`config.mk`:
```
export PLATFORM = sky130hd
export DESIGN_NAME = pkt_steer
export DESIGN_NICKNAME = d
export VERILOG_FILES = /design/src/rtl/pkt_steer_pkg.sv /design/src/rtl/pkt_steer_mode_hold.sv /design/src/rtl/pkt_steer_decide.sv /design/src/rtl/pkt_steer_out_reg.sv /design/src/rtl/pkt_steer.sv
export SDC_FILE = /design/constraint.sdc
export NUM_CORES = 1
export LEC_CHECK = 0
export ABC_CLOCK_PERIOD_IN_PS = 900
export CAP_MARGIN = 20
export CORE_AREA = 3 3 40 42
export DETAILED_ROUTE_END_ITERATION = 6
export DIE_AREA = 0 0 43 45
export SYNTH_ARGS = -nofsm -noshare
export SYNTH_HDL_FRONTEND = slang
export SYNTH_SLANG_ARGS = --single-unit
```
`constraint.sdc`:
```
create_clock -name clk -period 0.9 [get_ports clk]
set_clock_uncertainty 0.1 [all_clocks]
set_input_delay 0.135 -clock clk [delete_from_list [all_inputs] [get_ports clk]]
set_output_delay 0.135 -clock clk [all_outputs]
set_load 0.1 [all_outputs]
```
`src/rtl/pkt_steer_pkg.sv`:
```
package pkt_steer_pkg;

   typedef enum logic [1:0] {
      STEER_BYPASS = 2'b00,
      STEER_TAP    = 2'b01,
      STEER_FILTER = 2'b10,
      STEER_RSVD   = 2'b11
   } steer_mode_e;

   // Port index of the host port for a given lane
   function automatic int host_idx(input int lane);
      return 2 * lane + 1;
   endfunction

   // Port index of the peer port: ingress of the next lane around the ring
   function automatic int peer_idx(input int lane, input int n_ports);
      return (2 * lane + 2) % n_ports;
   endfunction

endpackage

```
`src/rtl/pkt_steer_mode_hold.sv`:
```
module pkt_steer_mode_hold
   import pkt_steer_pkg::*;
#(
   parameter int MODE_W = 2
) (
   input  logic              clk,
   input  logic              rst_n,
   input  logic              sop_i,
   input  logic [MODE_W-1:0] mode_i,
   output logic [MODE_W-1:0] eff_mode_o
);

   logic [MODE_W-1:0] held_q;

   always_ff @(posedge clk) begin
      if (!rst_n) begin
         held_q <= MODE_W'(STEER_BYPASS);
      end else if (sop_i) begin
         held_q <= mode_i;
      end
   end

   // A packet starting now is steered by the mode presented with its start
   always_comb begin
      eff_mode_o = sop_i ? mode_i : held_q;
   end

endmodule

```
`src/rtl/pkt_steer_decide.sv`:
```
module pkt_steer_decide
   import pkt_steer_pkg::*;
#(
   parameter int N_PORTS  = 4,
   parameter int HOST_IDX = 1,
   parameter int PEER_IDX = 2
) (
   input  logic [1:0]         mode_i,
   input  logic               match_i,
   output logic [N_PORTS-1:0] mask_o
);

   localparam logic [N_PORTS-1:0] HOST_BIT = N_PORTS'(1) << HOST_IDX;
   localparam logic [N_PORTS-1:0] PEER_BIT = N_PORTS'(1) << PEER_IDX;

   logic [N_PORTS-1:0] host_sel;

   always_comb begin
      host_sel = match_i ? HOST_BIT : '0;
      unique case (steer_mode_e'(mode_i))
         STEER_BYPASS: mask_o = match_i ? HOST_BIT : PEER_BIT;
         STEER_TAP:    mask_o = PEER_BIT | host_sel;
         STEER_FILTER: mask_o = host_sel;
         default:      mask_o = host_sel;
      endcase
   end

endmodule

```
`src/rtl/pkt_steer_out_reg.sv`:
```
module pkt_steer_out_reg #(
   parameter int N_PORTS = 4
) (
   input  logic               clk,
   input  logic               rst_n,
   input  logic               vld_i,
   input  logic [N_PORTS-1:0] mask_i,
   output logic               vld_o,
   output logic [N_PORTS-1:0] mask_o
);

   always_ff @(posedge clk) begin
      if (!rst_n) begin
         vld_o  <= 1'b0;
         mask_o <= '0;
      end else begin
         vld_o  <= vld_i;
         mask_o <= vld_i ? mask_i : '0;
      end
   end

endmodule

```
`src/rtl/pkt_steer.sv`:
```
module pkt_steer
   import pkt_steer_pkg::*;
#(
   parameter int N_LANES = 2,
   parameter int N_PORTS = 4
) (
   input  logic                       clk,
   input  logic                       rst_n,
   input  logic [1:0]                 mode_i,
   input  logic [N_LANES-1:0]         sop_i,
   input  logic [N_LANES-1:0]         match_vld_i,
   input  logic [N_LANES-1:0]         match_i,
   output logic [N_LANES-1:0]         dst_vld_o,
   output logic [N_LANES*N_PORTS-1:0] dst_mask_o
);

   localparam int MODE_W = 2;

   if (N_LANES < 2) begin : g_cfg_lanes
      $error("pkt_steer: N_LANES must be at least 2");
   end
   if (N_PORTS != 2 * N_LANES) begin : g_cfg_ports
      $error("pkt_steer: N_PORTS must equal 2*N_LANES");
   end

   for (genvar l = 0; l < N_LANES; l++) begin : g_lane
      logic [MODE_W-1:0]  eff_mode;
      logic [N_PORTS-1:0] next_mask;

      pkt_steer_mode_hold #(.MODE_W(MODE_W)) u_hold (
         .clk        (clk),
         .rst_n      (rst_n),
         .sop_i      (sop_i[l]),
         .mode_i     (mode_i),
         .eff_mode_o (eff_mode)
      );

      pkt_steer_decide #(
         .N_PORTS  (N_PORTS),
         .HOST_IDX (host_idx(l)),
         .PEER_IDX (peer_idx(l, N_PORTS))
      ) u_decide (
         .mode_i  (eff_mode),
         .match_i (match_i[l]),
         .mask_o  (next_mask)
      );

      pkt_steer_out_reg #(.N_PORTS(N_PORTS)) u_out (
         .clk    (clk),
         .rst_n  (rst_n),
         .vld_i  (match_vld_i[l]),
         .mask_i (next_mask),
         .vld_o  (dst_vld_o[l]),
         .mask_o (dst_mask_o[l*N_PORTS +: N_PORTS])
      );
   end

endmodule

```
Word-level counts from Yosys, hierarchy flattened
Index checks and enable logic that the tools add are counted.
{"block": "totals", "word_cells": 20, "inputBits": 10, "regBits": 14, "output_inout_bits": 10}
{"block": "classes", "reduce_logical": 4, "eq_ne": 2, "mux": 8}
{"operator": "4-bit case mux with 2 select lines", "count": 2}
{"operator": "4-bit 2-to-1 mux", "count": 2}
{"operator": "2-bit 2-to-1 mux", "count": 3}
{"operator": "2-bit by 1-bit equality test with 1-bit output (second input constant)", "count": 2}
{"operator": "2-bit zero test", "count": 2}
{"operator": "2-bit AND reduction", "count": 2}
{"operator": "3-bit 2-to-1 mux", "count": 1}

Depth between registers and ports, before layout
{"block": "depth", "ltp_word": 3, "depth_mapped": 2, "mapped_depth_nobuf": 2}

Hierarchy
A second synthesis with hierarchy kept.
{"block": "hier_totals", "hier_cells": 44, "hier_area_um2": 505.5}
{"module": "pkt_steer_out_reg", "instances": 2, "area_each_um2": 132.6, "seq_area_each_um2": 100.1, "cells_per_inst": 10}
{"module": "pkt_steer_mode_hold", "instances": 2, "area_each_um2": 85.1, "seq_area_each_um2": 40.0, "cells_per_inst": 6}
{"module": "pkt_steer_decide", "instances": 2, "area_each_um2": 35.0, "seq_area_each_um2": 0.0, "cells_per_inst": 6}

Worst setup path after synthesis
Ideal clock, no wire load.
{"block": "synth_timing", "kind": "flip-flop to output port", "start": "register g_lane[0].u_out.mask_o[1]", "end": "output dst_mask_o[1]", "setup_slack_ps": -244, "t_required_ps": 665, "arrival_time_ps": 909, "path_stages_with_launch": 1, "path_buffers": 0, "cell_sequence": "dfxtp_1"}
{"item": "start, declared", "line_no": "pkt_steer_out_reg.sv:9", "rtl": "output logic [N_PORTS-1:0] mask_o"}
{"item": "start signal, assigned", "line_no": "pkt_steer_out_reg.sv:18", "rtl": "mask_o <= vld_i ? mask_i : '0;"}
{"item": "end, declared", "line_no": "pkt_steer.sv:14", "rtl": "output logic [N_LANES*N_PORTS-1:0] dst_mask_o"}
No word-level cell between the ends.

Worst setup path in the final report
{"block": "layout_timing", "start": "register g_lane[0].u_out.mask_o[2]", "end": "output dst_mask_o[2]"}
No word-level cell between the ends.

==> metrics.txt <==
Leak Pwr=just over 0.3 nW; Clock Path Buffers=2; wire per inst=about 9.5 um; overall power consumption=0.001187 W; violations in the final reports=setup timing; buffer cell driving the clock tree root=sky130_fd_sc_hd__clkbuf_4; fraction of the yosys area taken by sequential cells=a little over half; Hold WC Path Type=in2reg; post-route minimum period=0.9972 ns; count of vias placed by the detailed router=roughly 260; peak supply drop=about 0.95 mV; depth of the worst register-to-register path=2; cells along the critical path=buf_12; final weighted congestion in routability-driven placement=0.6677; synth unique cells=12; number of buffers inserted by port buffering=15; fraction of post-synthesis cell area in the top cell type by area=around 53%; number of standard cells after synthesis=33; Total Negative Setup Slacks=-0.5912 ns; final critical-path setup slack=-0.09724 ns; number of nets with antenna violations after routing=0; WS Path Type=reg2out; die outline width=43 um; layout net count=slightly above 60; routed via count divided by cell count=approximately 4.0; clock tree from TritonCTS=built; Max H-tree Level=1; DRC viols=0; row count=13; DP HPWL=slightly above 500 um; clock slew seen by the registers of the worst setup and hold paths=0.06 ns; fraction of final layout cells sized beyond drive strength 1=49.02%; Crit. path cell count=1; most common cell after layout, fill and taps aside=sky130_fd_sc_hd__dfxtp_2; hold path cells=3; cell area after placement=594.3 um^2; peak per-stage delay on the critical path=roughly 0.34 ns; violation count after the first detailed-route iteration=3; largest area contributor in the synthesized netlist=sky130_fd_sc_hd__dfxtp_1; number of cells in the design after placement=between 60 and 70; Antenna diodes=0; critical path data arrival time=around 0.76 ns; fin util=approximately half; CP endpoint kind=primary output; setup-violating endpoint count in the final report=7; Synth area leaders=sky130_fd_sc_hd__dfxtp_1, sky130_fd_sc_hd__buf_4, sky130_fd_sc_hd__mux2_4; Total Die Area=just under 2000 um^2; maxcap violations=0; Starting Density=a little under 30%; total of warnings raised by yosys=0; number of CTS-inserted buffers=3; final non-filler cell area=635.6 um^2; height of the chip=around 45 um; status=finished with violations; Crit Path Max Fanout=1; area of the mapped netlist=377.9 um^2; clock sink total=10; area of the placeable core=~1300 um^2; antenna violations before repair=0; Final Cycle Share=110.8%; nature of the critical path startpoint=register; commonest non-fill, non-tap cells in the layout=sky130_fd_sc_hd__dfxtp_2, sky130_fd_sc_hd__buf_12, sky130_fd_sc_hd__clkdlybuf4s50_1, sky130_fd_sc_hd__conb_1; unrepaired setup endpoints after global routing=yes; power per cell area=1868 nW/um^2; sum of overflow across all layers after global routing=0; first-pass GRT wire length=approximately 1100 um; vias in the first global route=~280; cell class contributing the biggest share of worst-path delay=flip-flops; number of iterations in the first detailed-routing pass=2; Synth Area per Inst=11.45 um^2; top-level I/O count=20; growth of design area from synthesis to finish=68.21%; WL final=between 600 and 700 um; Buf+Inv Stages, Crit Path=1; CP max-delay cell=sky130_fd_sc_hd__dfxtp_2; Clock Latency Late Sink=0.25 ns; aggregate global-route resource usage=around 8.0%; Highest Clock Rate=between 1 and 1.5 GHz; number of endpoints with negative hold slack in the final report=0; FF+latch count, synth=10; largest net degree at the start of global routing=7; Req. time, crit path=approximately 0.66 ns; max-slew violation count=0; non-filler cells in the finished layout=66
[stage by stage]
step	setup WS [ns]	hold slack [ns]
6_report	-0.09724	0.1205
5_1_grt	-0.1297	0.1422
4_1_cts	-0.1085	0.2127
3_5_place_dp	-0.4674	0.4069
3_3_place_gp	-0.4683	0.4104
2_1_floorplan	0.001709	0.1121
[worst paths after layout]
kind | from | endpoint | slack, ns
max | g_lane[0].u_out.mask_o[2] | dst_mask_o[2] | -0.1
min | rst_n | g_lane[0].u_out.vld_o | 0.12
max reg2reg | g_lane[1].u_hold.held_q[1] | g_lane[1].u_hold.held_q[1] | -0.01
min reg2reg | g_lane[0].u_hold.held_q[1] | g_lane[0].u_out.mask_o[2] | 0.42
[cells in the mapped netlist]
cell                       instances
sky130_fd_sc_hd__conb_1            1
sky130_fd_sc_hd__nor2b_1           2
sky130_fd_sc_hd__a211oi_2          2
sky130_fd_sc_hd__buf_4             6
sky130_fd_sc_hd__nand2_1           2
sky130_fd_sc_hd__and2_1            1
sky130_fd_sc_hd__inv_1             2
sky130_fd_sc_hd__and3_1            2
sky130_fd_sc_hd__and2_2            1
sky130_fd_sc_hd__mux2i_1           2
sky130_fd_sc_hd__mux2_4            2
sky130_fd_sc_hd__dfxtp_1          10
[metal layers]
metal  global-route usage (%)  vias to the layer above  part of all wire, %
met5                        0                        -                    0
met4                    5.422                        0                  1.9
met3                    3.586                        2                   10
met2                    12.28                       16                   40
met1                    8.981                      112                   48
li1                         -                      131                    -
[registers in the layout, summed over array words and instances (netlist names)]
name	flops
g_lane.u_out.mask_o	4
g_lane.u_out.vld_o	2
g_lane.u_hold.held_q	4
[kinds of logic (layout without fill, tap and decap cells)]
group	count (synthesis)	count (layout)	synth area share, %
AO/OA/AOI/OAI	2	2	6.621
multiplexers	4	4	13.25
AND/OR/NAND/NOR	8	8	12.25
buffers and inverters	8	23	13.91
flip-flops	10	10	52.98
other	1	4	0.9924
[power breakdown]
part / internal [W] / switching, W
sequential: 0.000469 / 0.0000121
combinational: 0.000112 / 0.000205
clock: 0.000245 / 0.000144
total: 0.000827 / 0.000361
[what timing repair did]
action / in CTS / in global routing
gates resized for setup: 5 / 3
hold buffers: 0 / 0
pin swaps: 3 / 0
setup endpoints to repair: 12 / 10
setup buffers: 0 / 0
[layout make-up]
type / instances / area, um^2
clock buffer: 4 / 36.28
fill: 124 / 649.4
inverter: 2 / 7.507
multi-input combinational: 18 / 140.1
sequential: 10 / 209.0
tap: 15 / 18.77
timing repair buffer: 17 / 224.0
Power figures use the tool's default switching activity.
